$ cat config.mk
export PLATFORM = sky130hd
export DESIGN_NAME = ow_rom_reader
export DESIGN_NICKNAME = d
export VERILOG_FILES = /design/src/rtl/ow_rom_pkg.sv /design/src/rtl/ow_rom_ctrl.sv /design/src/rtl/ow_rom_datapath.sv /design/src/rtl/ow_rom_reader.sv
export SDC_FILE = /design/constraint.sdc
export NUM_CORES = 1
export LEC_CHECK = 0
export ABC_AREA = 1
export BUFFER_PORTS_ARGS = -buffer_cell sky130_fd_sc_hd__clkbuf_2
export CORE_MARGIN = 2
export CORE_UTILIZATION = 45
export DETAILED_ROUTE_END_ITERATION = 6
export PLACE_DENSITY = 0.69
export SLEW_MARGIN = 20
export SYNTH_ARGS = -nofsm -noshare
export SYNTH_HDL_FRONTEND = slang
export SYNTH_SLANG_ARGS = --single-unit
$ cat constraint.sdc
create_clock -name clk -period 1.6 [get_ports clk]
set_input_delay 0.08 -clock clk [delete_from_list [all_inputs] [get_ports clk]]
set_output_delay 0.08 -clock clk [all_outputs]
set_load 0.005 [all_outputs]
$ cat src/rtl/ow_rom_pkg.sv
package ow_rom_pkg;

  typedef enum logic [1:0] {
    OP_NONE  = 2'd0,
    OP_RESET = 2'd1,
    OP_WRITE = 2'd2,
    OP_READ  = 2'd3
  } engOp_t;

  // Strobes from control to datapath, valid for one cycle each.
  typedef struct packed {
    logic clearAll;
    logic capPresence;
    logic capFamily;
    logic shiftId;
    logic capCrc;
    logic finish;
  } ctlStrobes_t;

endpackage

$ cat src/rtl/ow_rom_ctrl.sv
module ow_rom_ctrl
  import ow_rom_pkg::*;
#(
  parameter int          ID_BYTES = 6,
  parameter logic [7:0]  READ_CMD = 8'h33
) (
  input  logic        clk,
  input  logic        rstN,
  input  logic        startReq,
  input  logic        engBusy,
  input  logic        engDone,
  output logic        engCmdValid,
  output logic [1:0]  engOp,
  output logic [7:0]  engTxByte,
  output logic        busy,
  output ctlStrobes_t strobes
);

  // Step 0 reset, 1 command, 2 family, 3..ID_BYTES+2 serial, last CRC.
  localparam int LAST_STEP   = ID_BYTES + 3;
  localparam int FIRST_ID    = 3;
  localparam int LAST_ID     = ID_BYTES + 2;
  localparam int STEP_W      = $clog2(LAST_STEP + 1);
  localparam logic [STEP_W-1:0] LAST_STEP_V = STEP_W'(LAST_STEP);
  localparam logic [STEP_W-1:0] FIRST_ID_V  = STEP_W'(FIRST_ID);
  localparam logic [STEP_W-1:0] LAST_ID_V   = STEP_W'(LAST_ID);

  typedef enum logic [1:0] {
    ST_IDLE  = 2'd0,
    ST_ISSUE = 2'd1,
    ST_WAIT  = 2'd2
  } ctlState_t;

  ctlState_t         state, stateNext;
  logic [STEP_W-1:0] step, stepNext;
  engOp_t            opForStep;

  always_comb begin
    if (step == '0)
      opForStep = OP_RESET;
    else if (step == STEP_W'(1))
      opForStep = OP_WRITE;
    else
      opForStep = OP_READ;
  end

  always_comb begin
    stateNext   = state;
    stepNext    = step;
    engCmdValid = 1'b0;
    strobes     = '0;
    case (state)
      ST_IDLE: begin
        if (startReq) begin
          strobes.clearAll = 1'b1;
          stepNext         = '0;
          stateNext        = ST_ISSUE;
        end
      end
      ST_ISSUE: begin
        if (!engBusy) begin
          engCmdValid = 1'b1;
          stateNext   = ST_WAIT;
        end
      end
      ST_WAIT: begin
        if (engDone) begin
          strobes.capPresence = (step == '0);
          strobes.capFamily   = (step == STEP_W'(2));
          strobes.shiftId     = (step >= FIRST_ID_V) && (step <= LAST_ID_V);
          strobes.capCrc      = (step == LAST_STEP_V);
          strobes.finish      = (step == LAST_STEP_V);
          if (step == LAST_STEP_V) begin
            stateNext = ST_IDLE;
          end else begin
            stepNext  = step + STEP_W'(1);
            stateNext = ST_ISSUE;
          end
        end
      end
      default: stateNext = ST_IDLE;
    endcase
  end

  always_ff @(posedge clk) begin
    if (!rstN) begin
      state <= ST_IDLE;
      step  <= '0;
    end else begin
      state <= stateNext;
      step  <= stepNext;
    end
  end

  assign engOp     = opForStep;
  assign engTxByte = (opForStep == OP_WRITE) ? READ_CMD : 8'h00;
  assign busy      = (state != ST_IDLE);

endmodule

$ cat src/rtl/ow_rom_datapath.sv
module ow_rom_datapath
  import ow_rom_pkg::*;
#(
  parameter int ID_BYTES = 6
) (
  input  logic                  clk,
  input  logic                  rstN,
  input  ctlStrobes_t           strobes,
  input  logic [7:0]            engRxByte,
  input  logic                  engPresence,
  output logic                  done,
  output logic                  noDevice,
  output logic                  idValid,
  output logic [7:0]            familyCode,
  output logic [ID_BYTES*8-1:0] serialId,
  output logic [7:0]            crcByte
);

  localparam int ID_W = ID_BYTES * 8;

  logic [ID_W-1:0] idShift;

  // Shift left by one byte: the earliest byte ends up in the top slot.
  generate
    if (ID_BYTES > 1) begin : g_multi
      always_comb idShift = {serialId[ID_W-9:0], engRxByte};
    end else begin : g_single
      always_comb idShift = engRxByte;
    end
  endgenerate

  always_ff @(posedge clk) begin
    if (!rstN) begin
      done       <= 1'b0;
      noDevice   <= 1'b0;
      idValid    <= 1'b0;
      familyCode <= '0;
      serialId   <= '0;
      crcByte    <= '0;
    end else begin
      done <= strobes.finish;
      if (strobes.clearAll) begin
        noDevice   <= 1'b0;
        idValid    <= 1'b0;
        familyCode <= '0;
        serialId   <= '0;
        crcByte    <= '0;
      end
      if (strobes.capPresence) noDevice   <= !engPresence;
      if (strobes.capFamily)   familyCode <= engRxByte;
      if (strobes.shiftId)     serialId   <= idShift;
      if (strobes.capCrc)      crcByte    <= engRxByte;
      if (strobes.finish)      idValid    <= !noDevice;
    end
  end

endmodule

$ cat src/rtl/ow_rom_reader.sv
module ow_rom_reader
  import ow_rom_pkg::*;
#(
  parameter int         ID_BYTES = 6,
  parameter logic [7:0] READ_CMD = 8'h33
) (
  input  logic                  clk,
  input  logic                  rstN,
  input  logic                  startReq,
  input  logic                  engBusy,
  input  logic                  engDone,
  input  logic [7:0]            engRxByte,
  input  logic                  engPresence,
  output logic                  engCmdValid,
  output logic [1:0]            engOp,
  output logic [7:0]            engTxByte,
  output logic                  busy,
  output logic                  done,
  output logic                  noDevice,
  output logic                  idValid,
  output logic [7:0]            familyCode,
  output logic [ID_BYTES*8-1:0] serialId,
  output logic [7:0]            crcByte
);

  ctlStrobes_t strobes;

  ow_rom_ctrl #(.ID_BYTES(ID_BYTES), .READ_CMD(READ_CMD)) u_ctrl (
    .clk         (clk),
    .rstN        (rstN),
    .startReq    (startReq),
    .engBusy     (engBusy),
    .engDone     (engDone),
    .engCmdValid (engCmdValid),
    .engOp       (engOp),
    .engTxByte   (engTxByte),
    .busy        (busy),
    .strobes     (strobes)
  );

  ow_rom_datapath #(.ID_BYTES(ID_BYTES)) u_dp (
    .clk         (clk),
    .rstN        (rstN),
    .strobes     (strobes),
    .engRxByte   (engRxByte),
    .engPresence (engPresence),
    .done        (done),
    .noDevice    (noDevice),
    .idValid     (idValid),
    .familyCode  (familyCode),
    .serialId    (serialId),
    .crcByte     (crcByte)
  );

endmodule

# Word-level counts from Yosys, hierarchy flattened
# Index checks and enable logic that the tools add are counted.
# classes
mux,26
eq_ne,10
order_cmp,2
n_addsub,1
n_reduce_logical,14
# op_table
cell,n
$mux W48,2
$mux W8,3
$reduce_bool A2 Y1,7
$mux W4,3
$mux W5,2
$mux W1,9
$mux W2,4
$ne A2 B2 Y1 const B,4
$pmux W4 S2,1
$mux W6,1
$pmux W2 S3,1
$add A4 B1 Y4 const B,1
$eq A2 B2 Y1 const B,2
$eq A4 B1 Y1 const B,1
$eq A4 B2 Y1 const B,1
$eq A4 B4 Y1 const B,1
$ge A4 B2 Y1 const B,1
$le A4 B4 Y1 const B,1
$logic_not A4 Y1,1
$reduce_and A4 Y1,1
$reduce_and A3 Y1,1
$eq A2 B1 Y1 const B,1
$logic_not A1 Y1,2
$logic_not A2 Y1,1
$logic_and A1 B1 Y1,1
# totals
inputBits,14
ff_bits,73
out_inout_bits,79
wordCells,61

# Depth between registers and ports, before layout
# logic_depth
ltp_word,5
mapped_depth,10
ltp_nobuf,8

# By module
# From an unflattened synthesis, not the netlist that was laid out.
# hier_totals
cells_unflattened,376
area_unflattened_um2,2866.5
# modules_own_cells
module,cells_per_inst,area_each_um2,seq_area_each_um2,instances
ow_rom_datapath,292,2311.0,1341.3,1
ow_rom_ctrl,84,555.5,120.1,1

# Worst setup path after synthesis
# No wires, ideal clock.
# synth_path
path_kind,register to register
start,register u_ctrl.step[0]
end,register u_dp.serialId[16]
path_buffers,2
arrival_ns,1.295
period_less_slack_ns,1.437
setup_slack_ns,0.163
required_time_ns,1.458
setup_time_ns,0.142
path_stages_with_launch,11
cell_sequence,dfxtp_1 > inv_1 > ha_1 > nand2_1 > nand2_1 > nand3_4 > inv_2 > buf_6 > buf_12 > nand2_2 > a21oi_2
# synth_via
elab_chain_cells,5
elab_cells_between_ends,7
classes_between,order compare: 2; mux: 3; reduce/logical: 2
# synth_rtl
element,line_no,source
start: declaration,ow_rom_ctrl.sv:35,"logic [STEP_W-1:0] step, stepNext;"
start signal: assignment,ow_rom_ctrl.sv:91,step <= stepNext;
$ge A4 B2 Y1 or $le A4 B4 Y1 (tied branches),ow_rom_ctrl.sv:70,strobes.shiftId = (step >= FIRST_ID_V) && (step <= LAST_ID_V);
$logic_and A1 B1 Y1 *,ow_rom_ctrl.sv:70,
$mux W5 *,ow_rom_ctrl.sv:67,if (engDone) begin
$mux W5 *,ow_rom_ctrl.sv:52,case (state)
$mux W48 or $reduce_bool A2 Y1 (tied branches),--,
end signal: assignment,ow_rom_datapath.sv:51,if (strobes.shiftId) serialId <= idShift;
end: declaration,ow_rom_datapath.sv:15,"output logic [ID_BYTES*8-1:0] serialId,"
# Every way passes the cells marked *; elsewhere a longest branch is shown, timed or not.
# A chain may end at the register's enable or synchronous reset.

# Worst setup path in the final report
# layout_path
start,register u_ctrl.step[0]
end,register u_dp.serialId[42]
# Same word-level chain as after synthesis.

==> flow_summary_export.csv <==
group,metric,value,unit
synth,ys_types,26,
setup_path,r2r-start,"u_ctrl.step[0]",
clocking,clk_pin_slew,0.07,ns
die,start_util,45.8,%
clocking,insertion_delay,0.35,ns
timing,setup_viol,0,
detailed_routing,wirelength,7.60,mm
synth,synth_top_family_by_area,"simple AND/OR/NAND/NOR gates",
timing,rsz0062_at_grt,"no",
placement,io_buffers,88,
synth,synth_cells,368,
setup_path,crit_buf_inv,3,
power_and_ir_drop,ir_drop,610,uV
final_layout,nFillCells,611,
placement,place_congestion,0.784,
setup_path,cpMostUsedCell,"nand2_1",
placement,dp.cells,518,
flow_run,maxCapViolCount,0,
synth,synth_mux_area_share,0,%
power_and_ir_drop,p_leak,1.61,nW
setup_path,worstPathCellList,"inv_1 -> ha_2 -> nand2_1 -> nand2_1 -> nand3_4 -> inv_4 -> clkbuf_16 -> nand2_1 -> a21oi_1",
setup_path,reg2regPathDepth,9,
timing,hold_viol,0,
setup_path,reg2reg_slack,0.09,ns
die,fp.dieArea,7470,um2
setup_path,cp_slowest_cell,"dfxtp_2",
setup_path,path_max_fanout,24,
final_layout,stdcell_count,544,
setup_path,start_kind,"register",
outcome,status,"complete, no violations",
global_routing,grt_max_degree,57,
setup_path,arrival,1.79,ns
synth,synth_xor_area_share,0,%
timing,max_freq,0.663,GHz
synth,avgSynthCellArea,8.31,um2
setup_path,path_delay_family,"buffers and inverters",
clocking,cts_buffer_depth,2,
timing,final.min_clock_period,1.51,ns
synth,ys_ff_latch,73,
final_layout,area_growth,28.1,%
clocking,cts-root-buf,"clkbuf_8",
detailed_routing,first_iter_violations,163,
detailed_routing,vias,2817,
final_layout,fin_util,58.6,%
detailed_routing,drc,0,
synth,synth_fa_ha_area_share,1.64,%
die,design.core.area,6680,um2
hold_path,hold_class,"in2reg",
final_layout,fin_nets,478,
setup_path,end_kind,"register",
clocking,cts_tree,"yes",
global_routing,grt_pass1_vias,2570,
setup_path,max_stage_delay,0.34,ns
synth,ys_seq_area_share,47.8,%
setup_path,worstSetupPathType,"reg2reg",
global_routing,antenna_found_initial,0,
timing,worst_slew_pin_slew,0.522,ns
clocking,tritoncts.num_buffers,9,
die,io-pin-count,93,
detailed_routing,ant_nets,0,
hold_path,min_to,"u_dp.noDevice",
power_and_ir_drop,totalPowerFinal,3.87,mW
die,die_h,86.4,um
final_layout,antennaDiodeCount,0,
placement,dpl_cell_area,3510,um2
detailed_routing,drt_first_pass_iters,4,
clocking,clock_sinks,73,
placement,dp_hpwl,4.83,mm
timing,drv_slew,0,
timing,fin_setup_tns,0,ns
final_layout,regArea,1460,um2
final_layout,fin_area,3920,um2
synth,synth_area,3060,um2
global_routing,grt_use_total,19.9,%
setup_path,r2r-end,"u_dp.serialId[42]",
clocking,htreeDepth,3,
detailed_routing,vias_per_cell,5.18,
die,rows,30,
timing,clock-skew-final,0.0103,ns
power_and_ir_drop,power_density,988,nW/um2
die,die_x,86.4,um
global_routing,grt_pass1_wl,11.9,mm
setup_path,crit_required,1.88,ns
timing,layout_worst_path_cycle_share,94.2,%
synth,synth-simple-area-share,28.6,%
synth,yosysWarnings,0,
timing,slew_headroom,65.1,%
synth,synth_compound_area_share,13.3,%
detailed_routing,routedWlPerCell,14.0,um
hold_path,holdPathStages,3,
global_routing,overflow,0,
final_layout,multi_input_area,1360,um2
final_layout,drive_gt1_share,37.5,%
hold_path,hp-start,"engPresence",
## metal layers
| metal | vias to the layer above | part of all wire, % | GRT usage, % | wire [um] |
|---|---|---|---|---|
| met4 | 0 | 0.87 | 7.67 | 66 |
| li1 | 1401 | - | - | - |
| met2 | 93 | 50 | 32.4 | 3770 |
| met1 | 1315 | 44 | 25.3 | 3340 |
| met3 | 8 | 5.6 | 5.14 | 427 |
| met5 | - | 0 | 0 | 0 |
## registers in the layout, summed over array words and instances, names as in the netlist
signal,count
u_ctrl.step,4
u_dp.done,1
u_dp.familyCode,8
u_ctrl.state,2
u_dp.serialId,48
u_dp.crcByte,8
u_dp.idValid,1
u_dp.noDevice,1
## worst min-delay path, cell delays in order
cell      delay [ns]
clkbuf_2        0.08
nand2_1         0.04
nor3b_1         0.12
## layout by cell type, fill, tap and decap left out, drive strengths merged
master       synthesis  final
nand4                3      3
dlygate4sd3          0      9
bufinv               0      3
o21a                 1      1
nor3                 1      1
buf                 22      8
nand3               73     73
a21oi               59     59
a31oi                1      1
ha                   4      4
clkbuf               7    101
nand2               89     89
o21ai                3      3
inv                 16     17
dfxtp               73     73
nor2                14     14
conb                 1      4
nor3b                1      1
## Yosys cell counts
| cell type | count | share of area, % |
|---|---|---|
| a21oi_1 | 39 | 6.4 |
| a21oi_2 | 20 | 5.7 |
| a31oi_2 | 1 | 0.41 |
| buf_12 | 2 | 1.3 |
| buf_2 | 8 | 1.3 |
| buf_4 | 10 | 2.5 |
| buf_6 | 2 | 0.74 |
| clkbuf_1 | 7 | 0.86 |
| conb_1 | 1 | 0.12 |
| dfxtp_1 | 73 | 48 |
| ha_1 | 4 | 1.6 |
| inv_1 | 11 | 1.4 |
| inv_2 | 5 | 0.61 |
| nand2_1 | 68 | 8.3 |
| nand2_2 | 21 | 4.3 |
| nand3_1 | 71 | 12 |
| nand3_2 | 1 | 0.33 |
| nand3_4 | 1 | 0.57 |
| nand4_1 | 2 | 0.41 |
| nand4_4 | 1 | 0.70 |
| nor2_1 | 12 | 1.5 |
| nor2_2 | 2 | 0.41 |
| nor3_1 | 1 | 0.16 |
| nor3b_1 | 1 | 0.25 |
| o21a_1 | 1 | 0.25 |
| o21ai_0 | 3 | 0.49 |
## cells by family (layout without fill, tap and decap cells)
kind of cell / after synthesis / in the layout
AOI/OAI and AO/OA: 64 / 64
DFF: 73 / 73
other: 1 / 4
and+or+nand+nor: 181 / 181
adders and majority gates: 4 / 4
buffers and inverters: 45 / 138
## power breakdown
part	leakage (nW)	switching [mW]	internal [mW]	total [mW]
clock	0.126	0.678	1.12	1.80
sequential	0.589	0.00971	1.83	1.84
combinational	0.899	0.157	0.0794	0.237
total	1.61	0.845	3.02	3.87
## repair_timing
item / CTS / global route
endpoints found under the setup margin: 4 / 46
hold buffers: 9 / 0
buffers inserted: 0 / 0
cloned: 0 / 2
hold endpoints to repair: 14 / 0
pin swaps: 0 / 0
gates resized for setup: 3 / 6
## stage by stage
step	hold slack (ns)	setup slack [ns]
6_report	0.0196	0.0925
5_1_grt	0.00980	0.00272
4_1_cts	0.00665	0.0121
3_5_place_dp	0.330	0.0977
3_3_place_gp	0.331	0.162
2_1_floorplan	0.183	0.163
## worst max path at each step
stage	start	end	slack [ns]	cells after the start
2_1_floorplan	u_ctrl.step[0]	u_dp.serialId[16]	0.16	10
3_3_place_gp	u_ctrl.state[1]	u_dp.familyCode[6]	0.16	6
3_5_place_dp	u_ctrl.step[1]	u_dp.serialId[43]	0.1	9
4_1_cts	u_ctrl.step[0]	engTxByte[1]	0.01	6
5_1_grt	u_ctrl.step[0]	u_dp.serialId[0]	0.003	9
6_report	u_ctrl.step[0]	u_dp.serialId[42]	0.09	9
## area by class of cell
| type | instances | area share [%] |
|---|---|---|
| clock buffer | 11 | 3.87 |
| clock inverter | 4 | 2.52 |
| inverter | 16 | 1.60 |
| multi-input combinational | 253 | 34.8 |
| sequential | 73 | 37.4 |
| tap | 80 | 2.56 |
| timing repair buffer | 107 | 17.3 |
Note: power is estimated with default switching activity, not from simulation.
